<file path="src/rtl/frame_flip_pkg.sv">
package frame_flip_pkg;
    typedef enum logic [0:0] {
        ST_DRAW = 1'b0,
        ST_HOLD = 1'b1
    } flip_state_e;
endpackage

</file>
<file path="src/rtl/scan_axis.sv">
// One scan axis: a counter over active + front porch + sync + back porch,
// with region flags. The counter advances only when step is high.
module scan_axis #(
    parameter int W = 12
) (
    input  logic         clk,
    input  logic         rst_n,
    input  logic         step,
    input  logic [W-1:0] act,
    input  logic [W-1:0] fp,
    input  logic [W-1:0] sw,
    input  logic [W-1:0] bp,
    output logic [W+1:0] cnt,
    output logic         wrap,
    output logic         in_act,
    output logic         in_sync,
    output logic         pre_sync
);
    localparam int CW = W + 2;

    logic [CW-1:0] sync_lo;
    logic [CW-1:0] sync_hi;
    logic [CW-1:0] total;

    always_comb begin
        sync_lo  = CW'(act) + CW'(fp);
        sync_hi  = sync_lo + CW'(sw);
        total    = sync_hi + CW'(bp);
        wrap     = step && (cnt >= total - CW'(1));
        in_act   = cnt < CW'(act);
        in_sync  = (cnt >= sync_lo) && (cnt < sync_hi);
        pre_sync = (cnt == sync_lo - CW'(1));
    end

    always_ff @(posedge clk or negedge rst_n) begin
        if (!rst_n)
            cnt <= '0;
        else if (wrap)
            cnt <= '0;
        else if (step)
            cnt <= cnt + CW'(1);
    end
endmodule

</file>
<file path="src/rtl/flip_fsm.sv">
// Buffer role exchange: immediate when unlocked, held until the vertical
// sync edge when locked.
module flip_fsm
    import frame_flip_pkg::*;
(
    input  logic clk,
    input  logic rst_n,
    input  logic lock_en,
    input  logic frame_done,
    input  logic vs_edge,
    output logic front_idx,
    output logic back_ready
);
    flip_state_e state;
    flip_state_e state_nx;
    logic        flip;

    always_comb begin
        state_nx = state;
        flip     = 1'b0;
        unique case (state)
            ST_DRAW: begin
                if (frame_done) begin
                    if (!lock_en || vs_edge)
                        flip = 1'b1;
                    else
                        state_nx = ST_HOLD;
                end
            end
            ST_HOLD: begin
                if (vs_edge || !lock_en) begin
                    flip     = 1'b1;
                    state_nx = ST_DRAW;
                end
            end
            default: state_nx = ST_DRAW;
        endcase
    end

    always_ff @(posedge clk or negedge rst_n) begin
        if (!rst_n) begin
            state     <= ST_DRAW;
            front_idx <= 1'b0;
        end else begin
            state     <= state_nx;
            front_idx <= front_idx ^ flip;
        end
    end

    always_comb begin
        back_ready = (state == ST_DRAW);
    end
endmodule

</file>
<file path="src/rtl/frame_flip_ctrl.sv">
module frame_flip_ctrl #(
    parameter int              H_W   = 12,
    parameter int              V_W   = 12,
    parameter int              A_W   = 32,
    parameter logic [A_W-1:0]  BASE0 = 32'h0000_0000,
    parameter logic [A_W-1:0]  BASE1 = 32'h0080_0000
) (
    input  logic           clk,
    input  logic           rst_n,
    input  logic [H_W-1:0] h_act,
    input  logic [H_W-1:0] h_fp,
    input  logic [H_W-1:0] h_sw,
    input  logic [H_W-1:0] h_bp,
    input  logic [V_W-1:0] v_act,
    input  logic [V_W-1:0] v_fp,
    input  logic [V_W-1:0] v_sw,
    input  logic [V_W-1:0] v_bp,
    input  logic           hs_pol,
    input  logic           vs_pol,
    input  logic           lock_en,
    input  logic           frame_done,
    output logic           hsync_o,
    output logic           vsync_o,
    output logic [H_W+1:0] pix_x,
    output logic [V_W+1:0] pix_y,
    output logic           disp_active,
    output logic           front_idx,
    output logic           back_ready,
    output logic [A_W-1:0] rd_base,
    output logic [A_W-1:0] wr_base
);
    logic h_wrap, h_act_f, h_sync_f, h_pre;
    logic v_wrap, v_act_f, v_sync_f, v_pre;
    logic vs_edge;

    scan_axis #(.W(H_W)) u_h (
        .clk(clk), .rst_n(rst_n), .step(1'b1),
        .act(h_act), .fp(h_fp), .sw(h_sw), .bp(h_bp),
        .cnt(pix_x), .wrap(h_wrap), .in_act(h_act_f),
        .in_sync(h_sync_f), .pre_sync(h_pre)
    );

    scan_axis #(.W(V_W)) u_v (
        .clk(clk), .rst_n(rst_n), .step(h_wrap),
        .act(v_act), .fp(v_fp), .sw(v_sw), .bp(v_bp),
        .cnt(pix_y), .wrap(v_wrap), .in_act(v_act_f),
        .in_sync(v_sync_f), .pre_sync(v_pre)
    );

    // Last cycle before the first vertical sync line begins.
    assign vs_edge = h_wrap && v_pre;

    flip_fsm u_fsm (
        .clk(clk), .rst_n(rst_n), .lock_en(lock_en),
        .frame_done(frame_done), .vs_edge(vs_edge),
        .front_idx(front_idx), .back_ready(back_ready)
    );

    always_comb begin
        hsync_o     = ~(h_sync_f ^ hs_pol);
        vsync_o     = ~(v_sync_f ^ vs_pol);
        disp_active = h_act_f && v_act_f;
        rd_base     = front_idx ? BASE1 : BASE0;
        wr_base     = front_idx ? BASE0 : BASE1;
    end
endmodule

</file>
<file path="config.mk">
export PLATFORM = sky130hd
export DESIGN_NAME = frame_flip_ctrl
export DESIGN_NICKNAME = d
export VERILOG_FILES = /design/src/rtl/frame_flip_pkg.sv /design/src/rtl/scan_axis.sv /design/src/rtl/flip_fsm.sv /design/src/rtl/frame_flip_ctrl.sv
export SDC_FILE = /design/constraint.sdc
export NUM_CORES = 1
export LEC_CHECK = 0
export ABC_AREA = 1
export BUFFER_PORTS_ARGS = -buffer_cell sky130_fd_sc_hd__buf_2
export CAP_MARGIN = 40
export CORE_ASPECT_RATIO = 1.5
export CORE_MARGIN = 1.5
export CORE_UTILIZATION = 35
export DETAILED_ROUTE_END_ITERATION = 7
export GPL_ROUTABILITY_DRIVEN = 0
export SYNTH_ARGS = -nofsm -noshare
export SYNTH_HDL_FRONTEND = slang
export SYNTH_SLANG_ARGS = --single-unit
export TNS_END_PERCENT = 100
</file>
<file path="constraint.sdc">
create_clock -name clk -period 6 [get_ports clk]
set_input_delay 0.9 -clock clk [delete_from_list [all_inputs] [get_ports clk]]
set_output_delay 0.9 -clock clk [all_outputs]
set_load 0.01 [all_outputs]
</file>
==> flow_summary.yaml, run 1 <==
sta:
  setup_viol: 9
  layout_setup_ws_ps: -156
  period_needed_ps: 6160
  slew_headroom_pct: 51.2
  finalHoldViolCount: 0
  drv_slew: 0
  rsz0062_at_grt: "yes"
  fin_crit_sh_pct: 103
  timing.hold.ws_ps: 536
  skew_ps: 4.60
  worst_slew_pin_slew_ps: 732
  clock.fmax_ghz: 0.162
pwr:
  p_leak_nw: 7.02
  peakVddDrop_mv: 0.290
  powerDensity_mw_per_mm2: 381
drt:
  drc: 0
  dr_total_vias: 9761
  dr.pass1.iters: 5
  wl_mm: 28.4
  drt_iter0_drc: 372
  wl_per_cell_um: 14.0
  vias_per_cell: 4.83
  drtAntennaViolNets: 0
clock_tree:
  clk_path_buf_depth: 2
  worstSkewPairLatency_ps: 280
  cts.sinks: 30
  cts_tree: "built"
  htree_levels: 2
  holdBufCountCts: 0
  cts_root_buf: "clkbuf_16"
  numCtsBuffers: 5
  path_clk_slew_ps: 50
logic_synthesis:
  synth_common_cells: "inv_1 (242), nand2_1 (238), ha_1 (195), a21oi_1 (116), nor2_1 (74)"
  yosysSeqAreaShare_pct: 8.67
  ys_top_cells_by_area: "ha_1 (28%), inv_1 (10%), nand2_1 (10%)"
  syn_inst: 1300
  synth-main-ff-cell: "dfrtp_1"
  synth_area_mm2: 0.00866
  yosys.area.top_type_share_pct: 28.2
  synth_top_area_cell: "ha_1"
  synth_top_family_by_area: "adder cells"
  synth_fa_ha_area_share_pct: 29.6
  synth-compound-area-share_pct: 14.4
  synth_edf_count: 0
  synthMuxAreaShare_pct: 0
  async_flop_share_pct: 100
  synth_most_common_cell: "inv_1"
  synth-simple-area-share_pct: 24.9
  syn_avg_cell_area_um2: 6.66
  ys_seq_elements: 30
  ys_warn_count: 0
  synth_xor_area_share_pct: 5.97
  ys_types: 50
critical_path:
  cp_slowest_cell: "ha_1"
  critical_path.startpoint: "h_act[3]"
  end_kind: "flip-flop"
  cp-start-kind: "input port"
  cpMostUsedCell: "nand2_2"
  cp_data_arrival_time_ps: 6330
  slowest_delay_ps: 300
  crit_fanout: 4
  critical_path_class: "input port to flip-flop"
  crit-reg2reg-launch: "u_v.cnt[5]"
  required_ps: 6170
die:
  die_h_um: 196
  die_w_um: 131
  io_pins: 199
  core_area_mm2: 0.0243
  row_count: 70
  start_util_pct: 35.5
  die_area_mm2: 0.0257
status:
  status: "finished, violations left"
  violations: "setup timing"
grt:
  antenna_found_initial: 1
  grt_pass1_vias: 9793
  grt_pass1_wl_mm: 44.0
  grt_use_total_pct: 21.1
  grt-ovfl-total: 0
  grt_max_degree: 31
final_layout:
  final_cell_area_mm2: 0.0125
  final_net_count: 2001
  antennaDiodeCount: 0
  syn_to_final_growth_pct: 44.9
  drive_above_1_share_pct: 34.9
placement:
  port_buffers: 136
  post-dp-hpwl_mm: 23.6
  dpl-instance-area_mm2: 0.0112
worst_hold_path:
  hp-start: "u_h.cnt[0]"
  hold_class: "flip-flop to flip-flop"
job:
  maxCapViolCount: 0
[path summary, 6_finish.rpt]
| check | to | slack, ps | cells past startpoint |
|---|---|---|---|
| worst max-delay path | u_v.cnt[13] | -160 | 39 |
| worst min-delay path | u_h.cnt[0] | 540 | 1 |
| max in group asynchronous | u_h.cnt[0] | 4850 | 1 |
| worst min register to register | u_h.cnt[0] | 540 | 1 |
| worst max register to register | u_v.cnt[6] | 3430 | 12 |
| min in group asynchronous | u_fsm.state | 680 | 1 |
[worst max-delay path: cells and delay by family]
kind	cells	cell delay (ps)
buffers and inverters	6	550
AND/OR/NAND/NOR	18	1920
XOR/XNOR	3	540
adder cells (fa/ha/maj)	5	1380
AO/OA/AOI/OAI	7	1020
[routing by layer]
metal | wire [um] | share of wire (%) | GRT usage, % | up-vias
li1 | - | - | - | 4963
met1 | 10500 | 37 | 20.9 | 4468
met2 | 15400 | 54 | 42.7 | 247
met3 | 866 | 3.1 | 1.71 | 81
met4 | 1560 | 5.5 | 11.4 | 2
met5 | 15 | 0.053 | 0 | -
[placed cells by master (no fill, tap or decap), types with 8 or more instances in the layout]
cell,count
o21ai_1,12
a21oi_1,90
buf_4,253
nor3_2,9
o21bai_1,8
xor2_1,32
xor2_2,10
nand3_1,59
nand4_1,27
ha_1,170
o211ai_1,9
nor2_1,66
nor3_1,12
buf_6,9
conb_1,62
inv_1,228
inv_2,18
nand3_2,8
a21oi_2,25
dfrtp_1,30
ha_4,21
o21ai_0,31
buf_2,132
nand2_2,32
nand2_1,219
xnor2_1,16
nor2_4,9
[per-stage QoR]
step | setup slack (ps) | utilization (%) | setup TNS, ps | power, W | instances
global route | -493 | 51.5 | -5850 | 0.00533 | 2023
detailed placement | -799 | 46.0 | -15130 | 0.00391 | 1974
global placement | -709 | 46.0 | -13610 | 0.00383 | 1974
CTS | -35.6 | 48.6 | -50.4 | 0.00445 | 2005
finish | -156 | 51.5 | -748 | 0.00478 | 2023
floorplan | -0.743 | - | -0.743 | 0.00252 | 1361
[repair_timing]
item	4_1_cts	5_1_grt
cloned	0	1
resized for setup	66	118
setup endpoints to repair	31	31
pin swaps	66	78
setup buffers	24	18
[power breakdown]
group | switching [W] | internal [W] | total, W | leakage, nW
Combinational | 0.00208 | 0.00198 | 0.00406 | 6.54
Sequential | 0.000171 | 0.000258 | 0.000430 | 0.391
Clock | 0.0000945 | 0.000194 | 0.000289 | 0.0836
Total | 0.00234 | 0.00243 | 0.00478 | 7.02
[state kept, by name (all words and copies together), names as in the netlist]
name             cells
u_v.cnt             14
u_fsm.front_idx      1
u_fsm.state          1
u_h.cnt             14
[cell families (layout without fill, tap and decap cells)]
| family | Yosys count | count (layout) |
|---|---|---|
| flops | 30 | 30 |
| compound gates | 219 | 219 |
| buf+inv | 314 | 652 |
| fa+ha+maj | 201 | 201 |
| xor+xnor | 59 | 59 |
| other cells | 1 | 62 |
| simple gates | 476 | 476 |
[cell type report]
class / instances / area, um^2
clock buffer: 5 / 125
clock inverter: 3 / 40.0
fill: 2457 / 11800
inverter: 247 / 930
multi-input combinational: 1017 / 7570
sequential: 30 / 751
tap: 324 / 405
timing repair buffer: 397 / 2720
No activity file was read; power rests on OpenSTA's default activity.
==> inputs of run 2 (changes only) <==
--- a/config.mk
+++ b/config.mk
@@ -10,9 +10,11 @@
 export CAP_MARGIN = 40
 export CORE_ASPECT_RATIO = 1.5
 export CORE_MARGIN = 1.5
-export CORE_UTILIZATION = 35
+export CORE_UTILIZATION = 57
+export CTS_CLUSTER_DIAMETER = 50
 export DETAILED_ROUTE_END_ITERATION = 7
 export GPL_ROUTABILITY_DRIVEN = 0
+export PLACE_DENSITY = 0.84
 export SYNTH_ARGS = -nofsm -noshare
 export SYNTH_HDL_FRONTEND = slang
 export SYNTH_SLANG_ARGS = --single-unit
==> run 2 against run 1 <==
Net effect:
- the run ends with DRC, setup timing left
- maximum frequency shrank 13%
- via count increased by 21%
- worst hold slack worse by 27 ps
- setup slack got worse by 880 ps
- sequential power is 4.7% higher
==> flow_summary.yaml, run 2 (same netlist as run 1, synthesis figures left out) <==
critical_path:
  critical_path_class: "input port to flip-flop"
  slowest_delay_ps: 370
  cp_data_arrival_time_ps: 7230
  r2r_slack_ps: 3100
  crit-reg2reg-launch: "u_v.cnt[5]"
  crit_family: "simple AND/OR/NAND/NOR gates"
  cp-endpoint: "u_v.cnt[13]"
  r2r_cells: 11
  cp-start-kind: "input port"
  cp_slowest_cell: "fa_2"
  cp.buffers_inverters: 9
  path_depth: 45
  cpMostUsedCell: "nand2_1"
  end_kind: "flip-flop"
  critical_path.startpoint: "h_fp[0]"
  crit_fanout: 4
  required_ps: 6200
  r2r_end: "u_v.cnt[13]"
sta:
  fin_crit_sh_pct: 117
  finalSetupTns_ps: -18970
  skew_ps: 3.87
  clock.fmax_ghz: 0.142
  rsz0062_at_grt: "yes"
  layout_setup_ws_ps: -1040
  timing.hold.ws_ps: 509
  finalHoldViolCount: 0
  worst_slew_pin_slew_ps: 761
  slew_headroom_pct: 47.9
  period_needed_ps: 7040
  drv_slew: 0
  setup_viol: 31
final_layout:
  drive_above_1_share_pct: 37.4
  layout_commonest_cell: "buf_4"
  final_net_count: 1988
  fin_cells: 1887
  layout_common_cells: "buf_4 (233), inv_1 (220), nand2_1 (211), ha_1 (166), buf_2 (133)"
  syn_to_final_growth_pct: 44.3
  top_regs: "u_h.cnt (14), u_v.cnt (14)"
drt:
  vias_per_cell: 6.27
  wl_mm: 40.0
  wl_per_cell_um: 21.2
  dr.pass1.iters: 8
  drt_iter0_drc: 1541
  drtAntennaViolNets: 0
  dr_total_vias: 11800
  drc: 1
clock_tree:
  cts.sinks: 30
  path_clk_slew_ps: 50
  htree_levels: 2
  cts_root_buf: "clkbuf_16"
  clk_path_buf_depth: 2
  cts_tree: "built"
  numCtsBuffers: 5
  worstSkewPairLatency_ps: 290
  holdBufCountCts: 0
job:
  maxCapViolCount: 0
pwr:
  p_leak_nw: 6.97
  powerDensity_mw_per_mm2: 438
  peakVddDrop_mv: 0.448
worst_hold_path:
  hold_class: "flip-flop to flip-flop"
placement:
  post-dp-hpwl_mm: 22.8
  place_inst: 1826
  port_buffers: 136
die:
  die_w_um: 104
  die_area_mm2: 0.0159
  io_pins: 199
  start_util_pct: 58.0
  core_area_mm2: 0.0149
  row_count: 55
  die_h_um: 154
grt:
  antenna_found_initial: 0
  grt-ovfl-total: 0
  grt_pass1_wl_mm: 49.2
  grt_max_degree: 31
  grt_pass1_vias: 11100
  grt_use_total_pct: 38.1
status:
  violations: "DRC, setup timing"
  status: "finished, violations left"
run 2: where the power goes:
part	total (W)	internal [W]	leakage, nW	switching, W
Combinational	0.00475	0.00213	6.51	0.00262
Clock	0.000263	0.000164	0.0739	0.0000987
Sequential	0.000450	0.000258	0.391	0.000192
run 2: layout make-up:
class	instances	area, um^2
Fill cell	834	2450
Inverter	247	933
Antenna cell	2	5.00
Timing Repair Buffer	384	2640
Tap cell	199	249
Clock inverter	1	5.00
Sequential cell	30	751
Multi-Input combinational cell	1017	7760
Clock buffer	7	143
run 2: how the worst min path moves through the flow:
stage | from | endpoint | cells past startpoint
after floorplan | u_h.cnt[0] | u_h.cnt[0] | 1
after global placement | u_fsm.front_idx | u_fsm.front_idx | 2
after detailed placement | u_fsm.front_idx | u_fsm.front_idx | 2
after CTS | u_fsm.front_idx | u_fsm.front_idx | 2
after global routing | u_h.cnt[0] | u_h.cnt[0] | 1
final | u_h.cnt[0] | u_h.cnt[0] | 1
run 2: worst register-to-register path, cell delays in order, from the launching register on:
cell and delay (ps):
dfrtp_1 730, ha_1 370, a21oi_1 220, o21ai_0 150, a211oi_1 280, buf_4 200
o21ai_2 70, a31oi_2 210, or2_4 210, buf_4 130, nand2_1 60, nor2_1 170
run 2: through the flow:
step	util, %	setup slack [ps]	total power [W]	instance area (um^2)
floorplan	-	-0.743	0.00252	8970
global placement	72.9	-716	0.00373	10900
detailed placement	72.9	-913	0.00392	10900
CTS	77.5	-147	0.00443	11600
global route	83.6	-1490	0.00584	12500
finish	83.6	-1040	0.00546	12500
run 2: repair_timing:
item | CTS | global route
endpoints found under the setup margin | 31 | 32
cloned | 0 | 1
endpoints found under the hold margin | 0 | 0
gates resized for setup | 67 | 170
buffers inserted | 32 | 18
pin swaps | 65 | 69
run 2: metal layers:
layer | wire length [um] | track usage [%] | vias to the layer above
li1 | - | - | 4937
met1 | 11600 | 33.9 | 5310
met2 | 18600 | 72.1 | 1029
met3 | 4000 | 6.44 | 554
met4 | 5790 | 35.3 | 0
met5 | 0 | 0 | -
==> inputs of run 3 (changes only) <==
==> constraint.sdc (replaced) <==
create_clock -name clk -period 6 [get_ports clk]
set_input_delay 1.2 -clock clk [delete_from_list [all_inputs] [get_ports clk]]
set_output_delay 1.2 -clock clk [all_outputs]
set_load 0.01 [all_outputs]
==> run 3 against run 2 <==
Net effect:
- critical path type unchanged
- non-clock buffer count grew 12
- final cell count increased by 0.53%
- the run still ends with DRC, setup timing left
- sequential power rose by 0.9%
==> flow_summary.yaml, run 3 (same netlist as run 1, synthesis figures left out) <==
critical_path:
  crit-reg2reg-launch: "u_v.cnt[0]"
  cp_slowest_cell: "xor2_2"
  critical_path_class: "input port to flip-flop"
  cp_data_arrival_time_ps: 7860
  cpMostUsedCell: "nand2_1"
  cp-start-kind: "input port"
  required_ps: 6200
  r2r_end: "u_fsm.front_idx"
  crit_fanout: 4
  r2r_cells: 16
  end_kind: "flip-flop"
  slowest_delay_ps: 440
  r2r_slack_ps: 2820
sta:
  slew_headroom_pct: 47.5
  finalSetupTns_ps: -44290
  layout_setup_ws_ps: -1660
  clock.fmax_ghz: 0.130
  drv_slew: 0
  rsz0062_at_grt: "yes"
  skew_ps: 6.79
  setup_viol: 32
  fin_crit_sh_pct: 128
  worst_slew_pin_slew_ps: 777
  period_needed_ps: 7660
  finalHoldViolCount: 0
drt:
  dr_total_vias: 12100
  drt_iter0_drc: 1447
  wl_mm: 43.2
  wl_per_cell_um: 22.8
  drc: 8
  dr.pass1.iters: 8
  vias_per_cell: 6.37
  drtAntennaViolNets: 0
final_layout:
  antennaDiodeCount: 0
  ff_latch_area_um2: 751
  fin_cells: 1897
  layout_common_cells: "buf_4 (246), inv_1 (219), nand2_1 (198), ha_1 (162), buf_2 (130)"
  drive_above_1_share_pct: 38.7
  multi_input_area_mm2: 0.00799
  syn_to_final_growth_pct: 48.6
  fill_cells: 745
  top_regs: "u_h.cnt (14), u_v.cnt (14)"
  layout_commonest_cell: "buf_4"
  final_net_count: 2000
clock_tree:
  cts_tree: "built"
  worstSkewPairLatency_ps: 290
  cts_root_buf: "clkbuf_16"
  numCtsBuffers: 5
  clk_path_buf_depth: 2
  htree_levels: 2
  path_clk_slew_ps: 50
  holdBufCountCts: 0
  cts.sinks: 30
worst_hold_path:
  hold_class: "flip-flop to flip-flop"
  holdPathEnd: "u_fsm.front_idx"
  hold_depth: 2
  hp-start: "u_fsm.front_idx"
die:
  io_pins: 199
  core_area_mm2: 0.0149
  row_count: 55
  start_util_pct: 58.0
  die_h_um: 154
  die_w_um: 104
  die_area_mm2: 0.0159
grt:
  grt_pass1_vias: 11400
  antenna_found_initial: 3
  grt_use_total_pct: 38.9
  grt_pass1_wl_mm: 50.2
  grt_max_degree: 31
  grt-ovfl-total: 0
pwr:
  powerDensity_mw_per_mm2: 432
  p_leak_nw: 7.09
  peakVddDrop_mv: 0.413
status:
  status: "finished, violations left"
  violations: "DRC, setup timing"
job:
  maxCapViolCount: 0
placement:
  post-dp-hpwl_mm: 22.9
  port_buffers: 136
  place_inst: 1824
## run 3: layer usage
metal | share of wire [%] | global-route usage, % | up-vias
met1 | 29 | 32.4 | 5421
li1 | - | - | 4970
met2 | 44 | 73.8 | 1094
met3 | 14 | 8.18 | 593
met5 | 0.035 | 0 | -
met4 | 14 | 38.6 | 2
## run 3: layout make-up
| type | count | share of cell area, % |
|---|---|---|
| clock inverter | 3 | 0.311 |
| inverter | 247 | 7.39 |
| tap | 199 | 1.94 |
| multi-input combinational | 1017 | 62.2 |
| sequential | 30 | 5.84 |
| timing repair buffer | 396 | 21.4 |
| clock buffer | 5 | 0.973 |
## run 3: worst max path at each step
stage,startpoint,end,depth (start not counted)
2_1_floorplan,h_act[2],u_v.cnt[13],40
3_3_place_gp,h_act[2],u_v.cnt[13],42
3_5_place_dp,h_act[0],u_v.cnt[13],43
4_1_cts,h_act[0],u_v.cnt[10],42
5_1_grt,h_fp[3],u_v.cnt[13],44
6_report,h_fp[3],u_v.cnt[13],43
## run 3: where the power goes
part	internal (W)	switching, W
sequential	0.000258	0.000197
clock	0.000194	0.000102
combinational	0.00211	0.00270
total	0.00256	0.00300
## run 3: metrics by stage
stage | util (%) | total power, W | setup WS [ps] | area (um^2) | hold WS, ps
floorplan | - | 0.00260 | -126 | 9180 | 533
global placement | 74.1 | 0.00382 | -861 | 11100 | 494
detailed placement | 74.1 | 0.00400 | -1040 | 11100 | 501
CTS | 79.5 | 0.00457 | -345 | 11900 | 514
global route | 86.1 | 0.00586 | -1910 | 12900 | 553
finish | 86.1 | 0.00556 | -1660 | 12900 | 520
## run 3: worst max-delay path, delay by kind of cell
family	cells	cell delay [ps]
xor+xnor	2	580
buf+inv	6	740
fa+ha+maj	4	1210
simple gates	26	3170
compound gates	5	940
## run 3: repair_timing
action,in CTS,in global routing
setup buffers,35,31
resized for setup,75,172
pin swaps,65,93
endpoints found under the setup margin,32,32
gates cloned,0,0
